$ cat src/rtl/ssx_pkg.sv
package ssx_pkg;

  // Clock source decode: upper select bit chooses the pin clock.
  function automatic logic ssx_is_ext(input logic [1:0] sel);
    return sel[1];
  endfunction

  // LSB-first receive shift: new bit enters at the top.
  function automatic logic [7:0] ssx_shift_in(input logic [7:0] sh, input logic b);
    return {b, sh[7:1]};
  endfunction

  // Number of system clocks in one shift-clock phase.
  function automatic int unsigned ssx_half_clocks(input int unsigned div);
    return div + 1;
  endfunction

endpackage

$ cat src/rtl/ssx_clkgen.sv
module ssx_clkgen #(
  parameter int unsigned DIV_W       = 8,
  parameter int unsigned SYNC_STAGES = 2
) (
  input  logic             clk,
  input  logic             rst_n,
  input  logic             ext_mode,
  input  logic [DIV_W-1:0] div_val,
  input  logic             want,
  input  logic             sck_in,
  input  logic             rxd,
  output logic             fall_ev,
  output logic             rise_ev,
  output logic             sck_level,
  output logic             rxd_smp
);

  logic [DIV_W-1:0]     cnt_q;
  logic                 sck_q;
  logic [SYNC_STAGES:0] sck_sh;
  logic [SYNC_STAGES-1:0] rxd_sh;
  logic                 int_fall, int_rise, ext_fall, ext_rise;

  // Internal divider: a phase ends when the count reaches zero.
  assign int_fall = sck_q && (cnt_q == '0) && want;
  assign int_rise = !sck_q && (cnt_q == '0);

  always_ff @(posedge clk) begin
    if (!rst_n || ext_mode) begin
      sck_q <= 1'b1;
      cnt_q <= '0;
    end else if (int_fall) begin
      sck_q <= 1'b0;
      cnt_q <= div_val;
    end else if (int_rise) begin
      sck_q <= 1'b1;
      cnt_q <= div_val;
    end else if (cnt_q != '0) begin
      cnt_q <= cnt_q - 1'b1;
    end
  end

  // Pin clock and data synchronizers, plus one stage for edge detection.
  genvar g;
  generate
    for (g = 0; g <= SYNC_STAGES; g++) begin : g_sck
      always_ff @(posedge clk) begin
        if (!rst_n) sck_sh[g] <= 1'b1;
        else if (g == 0) sck_sh[g] <= sck_in;
        else sck_sh[g] <= sck_sh[(g == 0) ? 0 : g-1];
      end
    end
    for (g = 0; g < SYNC_STAGES; g++) begin : g_rxd
      always_ff @(posedge clk) begin
        if (!rst_n) rxd_sh[g] <= 1'b1;
        else if (g == 0) rxd_sh[g] <= rxd;
        else rxd_sh[g] <= rxd_sh[(g == 0) ? 0 : g-1];
      end
    end
  endgenerate

  assign ext_fall = sck_sh[SYNC_STAGES] && !sck_sh[SYNC_STAGES-1];
  assign ext_rise = !sck_sh[SYNC_STAGES] && sck_sh[SYNC_STAGES-1];

  assign fall_ev   = ext_mode ? ext_fall : int_fall;
  assign rise_ev   = ext_mode ? ext_rise : int_rise;
  assign sck_level = sck_q;
  assign rxd_smp   = ext_mode ? rxd_sh[SYNC_STAGES-1] : rxd;

endmodule

$ cat src/rtl/ssx_tx.sv
module ssx_tx #(
  parameter int unsigned DATA_W = 8,
  localparam int unsigned IDX_W = $clog2(DATA_W)
) (
  input  logic              clk,
  input  logic              rst_n,
  input  logic              fall_ev,
  input  logic              rise_ev,
  input  logic              wr,
  input  logic [DATA_W-1:0] wdata,
  output logic              buf_empty,
  output logic              active,
  output logic              load,
  output logic              want,
  output logic              txd
);

  localparam logic [IDX_W-1:0] LAST = IDX_W'(DATA_W - 1);

  logic [DATA_W-1:0] buf_q, sh_q;
  logic [IDX_W-1:0]  idx_q;
  logic              full_q, act_q, txd_q;
  logic              last_bit;

  assign last_bit = (idx_q == LAST);
  assign load     = fall_ev && full_q && (!act_q || last_bit);
  assign want     = full_q || (act_q && !last_bit);

  always_ff @(posedge clk) begin
    if (!rst_n) begin
      buf_q  <= '0;
      full_q <= 1'b0;
    end else if (load) begin
      full_q <= 1'b0;
    end else if (wr && !full_q) begin
      buf_q  <= wdata;
      full_q <= 1'b1;
    end
  end

  always_ff @(posedge clk) begin
    if (!rst_n) begin
      sh_q  <= '0;
      idx_q <= '0;
      act_q <= 1'b0;
      txd_q <= 1'b1;
    end else if (load) begin
      sh_q  <= buf_q;
      idx_q <= '0;
      act_q <= 1'b1;
      txd_q <= buf_q[0];
    end else if (fall_ev && act_q && !last_bit) begin
      idx_q <= idx_q + 1'b1;
      txd_q <= sh_q[idx_q + 1'b1];
    end else if (rise_ev && act_q && last_bit) begin
      act_q <= 1'b0;
    end
  end

  assign buf_empty = !full_q;
  assign active    = act_q;
  assign txd       = txd_q;

endmodule

$ cat src/rtl/ssx_rx.sv
module ssx_rx #(
  parameter int unsigned DATA_W = 8,
  localparam int unsigned IDX_W = $clog2(DATA_W)
) (
  input  logic              clk,
  input  logic              rst_n,
  input  logic              rise_ev,
  input  logic              rxd_smp,
  input  logic              rd,
  output logic              done,
  output logic [DATA_W-1:0] rdata,
  output logic              full,
  output logic              overrun
);

  localparam logic [IDX_W-1:0] LAST = IDX_W'(DATA_W - 1);

  logic [DATA_W-1:0] sh_q, buf_q;
  logic [IDX_W-1:0]  cnt_q;
  logic              full_q, ovr_q;
  logic [DATA_W-1:0] next_sh;

  assign next_sh = {rxd_smp, sh_q[DATA_W-1:1]};
  assign done    = rise_ev && (cnt_q == LAST);

  always_ff @(posedge clk) begin
    if (!rst_n) begin
      sh_q  <= '0;
      cnt_q <= '0;
    end else if (rise_ev) begin
      sh_q  <= next_sh;
      cnt_q <= cnt_q + 1'b1;
    end
  end

  always_ff @(posedge clk) begin
    if (!rst_n) begin
      buf_q  <= '0;
      full_q <= 1'b0;
      ovr_q  <= 1'b0;
    end else if (done) begin
      if (full_q && !rd) begin
        ovr_q <= 1'b1;
      end else begin
        buf_q  <= next_sh;
        full_q <= 1'b1;
        if (rd) ovr_q <= 1'b0;
      end
    end else if (rd) begin
      full_q <= 1'b0;
      ovr_q  <= 1'b0;
    end
  end

  assign rdata   = buf_q;
  assign full    = full_q;
  assign overrun = ovr_q;

endmodule

$ cat src/rtl/sync_serial_xcvr.sv
module sync_serial_xcvr #(
  parameter int unsigned DATA_W      = 8,
  parameter int unsigned DIV_W       = 8,
  parameter int unsigned SYNC_STAGES = 2
) (
  input  logic              clk,
  input  logic              rst_n,
  input  logic [1:0]        clk_sel,
  input  logic [DIV_W-1:0]  div_val,
  input  logic              sck_in,
  output logic              sck_out,
  output logic              sck_oe,
  input  logic              rxd,
  output logic              txd,
  input  logic              tx_wr,
  input  logic [DATA_W-1:0] tx_data,
  output logic              tx_empty,
  input  logic              rx_rd,
  output logic [DATA_W-1:0] rx_data,
  output logic              rx_full,
  output logic              rx_overrun
);

  import ssx_pkg::*;

  logic ext_mode;
  logic fall_ev, rise_ev, sck_level, rxd_smp;
  logic tx_want, tx_active, tx_load, rx_done;

  assign ext_mode = ssx_is_ext(clk_sel);

  ssx_clkgen #(.DIV_W(DIV_W), .SYNC_STAGES(SYNC_STAGES)) u_clk (
    .clk(clk), .rst_n(rst_n), .ext_mode(ext_mode), .div_val(div_val),
    .want(tx_want), .sck_in(sck_in), .rxd(rxd),
    .fall_ev(fall_ev), .rise_ev(rise_ev), .sck_level(sck_level), .rxd_smp(rxd_smp)
  );

  ssx_tx #(.DATA_W(DATA_W)) u_tx (
    .clk(clk), .rst_n(rst_n), .fall_ev(fall_ev), .rise_ev(rise_ev),
    .wr(tx_wr), .wdata(tx_data), .buf_empty(tx_empty), .active(tx_active),
    .load(tx_load), .want(tx_want), .txd(txd)
  );

  ssx_rx #(.DATA_W(DATA_W)) u_rx (
    .clk(clk), .rst_n(rst_n), .rise_ev(rise_ev), .rxd_smp(rxd_smp),
    .rd(rx_rd), .done(rx_done), .rdata(rx_data), .full(rx_full),
    .overrun(rx_overrun)
  );

  assign sck_out = sck_level;
  assign sck_oe  = !ext_mode;

endmodule

$ cat config.mk
export PLATFORM = sky130hd
export DESIGN_NAME = sync_serial_xcvr
export DESIGN_NICKNAME = d
export VERILOG_FILES = /design/src/rtl/ssx_pkg.sv /design/src/rtl/ssx_clkgen.sv /design/src/rtl/ssx_tx.sv /design/src/rtl/ssx_rx.sv /design/src/rtl/sync_serial_xcvr.sv
export SDC_FILE = /design/constraint.sdc
export NUM_CORES = 1
export LEC_CHECK = 0
export ABC_AREA = 0
export BUFFER_PORTS_ARGS = -buffer_cell sky130_fd_sc_hd__buf_2
export CAP_MARGIN = 20
export CORE_MARGIN = 2
export CORE_UTILIZATION = 40
export CTS_CLUSTER_SIZE = 8
export DETAILED_ROUTE_END_ITERATION = 6
export PLACE_DENSITY = 0.69
export SLEW_MARGIN = 40
export SYNTH_ARGS = -nofsm -noshare
export SYNTH_HDL_FRONTEND = slang
export SYNTH_HIERARCHICAL = 1
export SYNTH_SLANG_ARGS = --single-unit
$ cat constraint.sdc
create_clock -name clk -period 6.7 [get_ports clk]
set_input_delay 0.67 -clock clk [delete_from_list [all_inputs] [get_ports clk]]
set_output_delay 0.67 -clock clk [all_outputs]
set_load 0.1 [all_outputs]
# --- Yosys cells after proc, flatten, opt, wreduce, memory -nomap -nowiden ---
# Cells that the tools add are included.
word_totals:
  inputBits: 24
  elab_cells: 89
  regBits: 57
op_classes:
  n_reduce_logical: 39
  n_lt_le_gt_ge: 1
  bitwise_logic: 3
  muxes: 21
  addsub: 3
  eq_ne: 4
ops:
  columns: ["op", "n"]
  rows:
  - ["8-bit 2-to-1 mux", 3]
  - ["1-bit 2-to-1 mux", 17]
  - ["1-bit logical AND", 15]
  - ["1-bit logical NOT", 9]
  - ["8-bit logical NOT", 1]
  - ["2-bit AND reduction", 4]
  - ["2-bit nonzero test", 4]
  - ["8-bit nonzero test", 1]
  - ["8-bit by 1-bit subtractor with 8-bit output (second input constant)", 1]
  - ["3-bit by 1-bit adder with 3-bit output (second input constant)", 2]
  - ["3-bit equality test (second input constant)", 2]
  - ["3-bit by 4-bit < comparator with 1-bit output (second input constant)", 1]
  - ["2-bit != test (second input constant)", 2]
  - ["1-bit binary-select mux with 3-bit select", 1]
  - ["1-bit logical OR", 3]
  - ["1-bit inverter", 3]
  - ["3-bit nonzero test", 1]
  - ["2-bit OR reduction", 1]

# --- Longest topological paths before layout ---
depth:
  ltp_word: 10
  ltp_mapped: 11
  ltp_nobuf: 9

# --- Modules after synthesis ---
# The synthesis kept the hierarchy.
by_module_without_submodules:
  columns: ["module", "area_each_um2", "seq_area_each_um2", "cells_per_inst", "n_inst"]
  rows:
  - ["ssx_tx", 935.9, 440.4, 100, 1]
  - ["ssx_rx", 820.8, 400.4, 78, 1]
  - ["ssx_clkgen", 700.7, 280.3, 77, 1]
  - ["sync_serial_xcvr", 3.8, 0.0, 1, 1]

# --- Worst setup path before layout ---
# No wires, ideal clock.
synth_path:
  kind: "register to register"
  startpoint: "register u_clk.cnt_q[2]"
  endpoint: "register u_rx.buf_q[0] (netlist: u_rx/rdata[0])"
  period_less_slack_ns: 2.539
  t_arrival_ns: 2.467
  setup_slack_ns: 4.161
  t_required_ns: 6.628
  path_stages_with_launch: 9
  path_cell_list: "dfxtp_1 -> or4_4 -> or3_1 -> buf_6 -> o31ai_1 -> nand2_2 -> nor2b_4 -> buf_8 -> mux2i_1"
synth_between:
  elab_chain_len: 5
synth_lines:
  columns: ["element", "line", "source"]
  rows:
  - ["from (decl)", "ssx_clkgen.sv:18", "logic [DIV_W-1:0] cnt_q;"]
  - ["from (signal assigned)", "ssx_clkgen.sv:34", "cnt_q <= div_val;"]
  - ["from (signal assigned)", "ssx_clkgen.sv:37", "cnt_q <= div_val;"]
  - ["from (signal assigned)", "ssx_clkgen.sv:39", "cnt_q <= cnt_q - 1'b1;"]
  - ["8-bit logical NOT", "ssx_clkgen.sv:26", "assign int_rise = !sck_q && (cnt_q == '0);"]
  - ["1-bit logical AND", "ssx_clkgen.sv:26", null]
  - ["1-bit 2-to-1 mux", "ssx_clkgen.sv:66", "assign rise_ev = ext_mode ? ext_rise : int_rise;"]
  - ["named net rise_ev", "sync_serial_xcvr.sv:27", "logic fall_ev, rise_ev, sck_level, rxd_smp;"]
  - ["1-bit logical AND", "ssx_rx.sv:24", "assign done = rise_ev && (cnt_q == LAST);"]
  - ["2-bit AND reduction (no source line)", null, null]
  - ["to (signal assigned)", "ssx_rx.sv:45", "buf_q <= next_sh;"]
  - ["to (decl)", "ssx_rx.sv:18", "logic [DATA_W-1:0] sh_q, buf_q;"]
# The timed path passes the listed nets, and every way through them passes these cells.
# A chain may end at the register's enable or synchronous reset.

# --- Worst setup path in the final report ---
layout_path:
  startpoint: "register u_clk.cnt_q[2]"
  endpoint: "register u_tx.idx_q[2]"
layout_between:
  elab_chain_len: 7
layout_lines:
  columns: ["element", "line", "source"]
  rows:
  - ["8-bit logical NOT (*)", "ssx_clkgen.sv:25", "assign int_fall = sck_q && (cnt_q == '0) && want;"]
  - ["1-bit logical AND (*) (2 in a row)", "ssx_clkgen.sv:25", null]
  - ["1-bit 2-to-1 mux (*)", "ssx_clkgen.sv:65", "assign fall_ev = ext_mode ? ext_fall : int_fall;"]
  - ["named net fall_ev", "sync_serial_xcvr.sv:27", null]
  - ["1-bit logical AND (2 in a row)", "ssx_tx.sv:26", "assign load = fall_ev && full_q && (!act_q || last_bit);"]
  - ["2-bit OR reduction (no source line)", null, null]
  - ["to (signal assigned)", "ssx_tx.sv:53", "idx_q <= idx_q + 1'b1;"]
  - ["to (decl)", "ssx_tx.sv:21", "logic [IDX_W-1:0] idx_q;"]
# Mark *: on every way through the listed nets, which the timed path passes. The rest lies on a longest branch.

==> impl_metrics.py <==
metrics = {
    "sta": {
        "final_max_slew_viol_count": 0,
        "relSlewSlack": 0.552,
        "totalNegativeSetupSlack_ns": 0,
        "setup_violations": 0,
        "hold_violations": 0,
        "period_share": 0.455,
        "fmax_mhz": 328,
        "finClkSkew_ns": 0.00670,
        "tightest_slew_ns": 0.670,
        "period_minus_slack_ns": 3.05,
        "rsz0062_at_grt": "no",
    },
    "worst_setup_path": {
        "crit_start": "u_clk/cnt_q[2]",
        "rr_startpoint": "u_clk/cnt_q[2]",
        "critPathMaxStageDelay_ns": 0.58,
        "cp-endpoint": "u_tx/idx_q[2]",
        "r2r_end": "u_tx/idx_q[2]",
        "worstSetupStartpointType": "register",
        "worst_path_max_delay_cell": "or4_4",
        "worstPathRequired_ns": 6.88,
        "cp_cell_sequence": "or4_4 -> or3_1 -> o31ai_1 -> nand2_1 -> o21ai_0 -> a21oi_1",
        "cp-end-kind": "register",
        "crit_type": "reg -> reg",
        "crit_fanout": 11,
        "r2r.worst_path.cells": 6,
        "crit_arrival_ns": 3.23,
        "r2r_slack_ns": 3.65,
    },
    "clock_network": {
        "cts.sinks": 56,
        "ctsResizeCount": 0,
        "clock_path_buffers": 2,
        "clk_pin_slew_ns": 0.09,
        "clock_latency_ns": 0.30,
        "h-tree-depth": 2,
        "post_cts_buffers": 0,
        "clock-root-buffer": "clkbuf_8",
        "cts-hold-fix-buffers": 0,
        "cts_tree": "built",
        "cts_buffers": 5,
    },
    "global_route": {
        "grt_pass1_vias": 1689,
        "grt_max_degree": 38,
        "antenna_found_initial": 0,
        "grt_pass1_wl_um": 7480,
        "met2_usage": 0.235,
        "met3_usage": 0.0370,
        "met1_usage": 0.176,
        "grt_overflow_total": 0,
        "grt-busiest-layer": "met2",
        "track_usage": 0.142,
    },
    "synthesis": {
        "yosys_warnings": 6,
        "syn-num-nets": 285,
        "syn_area_sq_mm": 0.00246,
        "syn_area_per_cell_sq_um": 9.64,
        "synth_cells": 255,
    },
    "die": {
        "start_util": 0.415,
        "die-height_um": 82.4,
        "rows": 28,
        "die_x_um": 82.4,
        "die_area_sq_mm": 0.00679,
        "coreArea_sq_mm": 0.00592,
        "pin_count": 38,
    },
    "final_layout": {
        "fill_cells": 595,
        "multi_input_area_sq_mm": 0.00123,
        "final_util": 0.462,
        "final_common_cell": "dfxtp_1",
        "fin_nets": 315,
        "register_area_sq_mm": 0.00112,
        "final_cell_mix": "dfxtp_1 (56), buf_2 (36), mux2i_1 (29)",
        "final_cell_count_no_fill": 360,
        "area_delta_synth_final_pct": 11.4,
        "diodes": 0,
        "drive_above_1_share": 0.186,
    },
    "power_and_ir_drop": {
        "p_total_w": 0.000876,
        "power.density_mw_per_mm2": 320,
        "p_seq_frac": 0.448,
        "p_int_w": 0.000559,
        "p_clk_frac": 0.196,
        "power.share.combinational": 0.356,
        "leakage_nw": 1.10,
        "p_sw_w": 0.000317,
        "swShare": 0.362,
        "vdd_ir_drop_max_uv": 291,
    },
    "detailed_routing": {
        "drt_pre_antenna_iters": 4,
        "routed_wl_um": 4300,
        "routedWlPerCell_um": 11.9,
        "drc": 0,
        "antenna_left": 0,
        "via_per_inst": 5.01,
        "dr_total_vias": 1805,
        "dr.first_iter.drc_count": 73,
    },
    "placed_design": {
        "hpwlAfterDp_um": 3060,
        "gp_congestion": 0.749,
        "dp.cells": 353,
        "portBuffers": 36,
    },
    "run": {
        "drv_cap": 0,
    },
    "run_status": {
        "outcome": "complete, no violations",
    },
    "hold_path": {
        "hp-class": "reg -> reg",
    },
}
how the worst min path moves through the flow:
stage	end	slack (ns)	startpoint	cells past startpoint
floorplan	u_clk/rxd_sh[1]	0.39	u_clk/rxd_sh[0]	1
global placement	u_clk/rxd_sh[1]	0.39	u_clk/rxd_sh[0]	1
detailed placement	u_clk/sck_sh[1]	0.40	u_clk/sck_sh[0]	1
CTS	u_clk/sck_sh[1]	0.42	u_clk/sck_sh[0]	1
global route	u_clk/sck_sh[1]	0.42	u_clk/sck_sh[0]	1
finish	u_clk/sck_sh[1]	0.42	u_clk/sck_sh[0]	1
power by group through the flow:
stage	Combinational, W	Clock (W)	Sequential [W]
3_5_place_dp	0.000314	0	0.000400
6_report	0.000312	0.000171	0.000393
3_3_place_gp	0.000309	0	0.000399
5_1_grt	0.000354	0.000192	0.000398
2_1_floorplan	0.000268	0	0.000406
4_1_cts	0.000316	0.000180	0.000392
critical path: cells and delay by family (launching register included):
kind	cells	cell delay, ns
DFF	1	0.36
AOI/OAI and AO/OA	3	1.09
and+or+nand+nor	3	1.48
cell type report:
class	instances	area share
timing repair buffer	37	0.0686
tap	75	0.0343
sequential	56	0.410
multi-input combinational	179	0.451
inverter	6	0.00823
clock inverter	1	0.00183
clock buffer	6	0.0265
registers in the layout (all words and copies together) (netlist names):
signal / flops
u_rx/rdata: 8
u_clk/rxd_sh: 2
u_tx/full_q: 1
u_rx/full: 1
u_rx/overrun: 1
u_clk/sck_level: 1
u_tx/idx_q: 3
u_tx/sh_q: 8
u_rx/cnt_q: 3
u_clk/sck_sh: 3
u_tx/txd: 1
u_rx/sh_q: 7
u_tx/buf_q: 8
u_clk/cnt_q: 8
u_tx/active: 1
routing by layer:
metal	vias to the layer above	routed length [um]
li1	940	-
met3	7	228
met4	0	65
met1	821	2080
met5	-	0
met2	37	1920
per-stage QoR:
stage / instance area, sq um / setup slack, ns / hold slack, ns
finish: 2740 / 3.65 / 0.416
global route: 2740 / 3.35 / 0.425
CTS: 2740 / 3.63 / 0.420
detailed placement: 2660 / 3.64 / 0.397
global placement: 2660 / 3.65 / 0.394
floorplan: 2460 / 4.18 / 0.386
(Power assumes the default switching activity.)
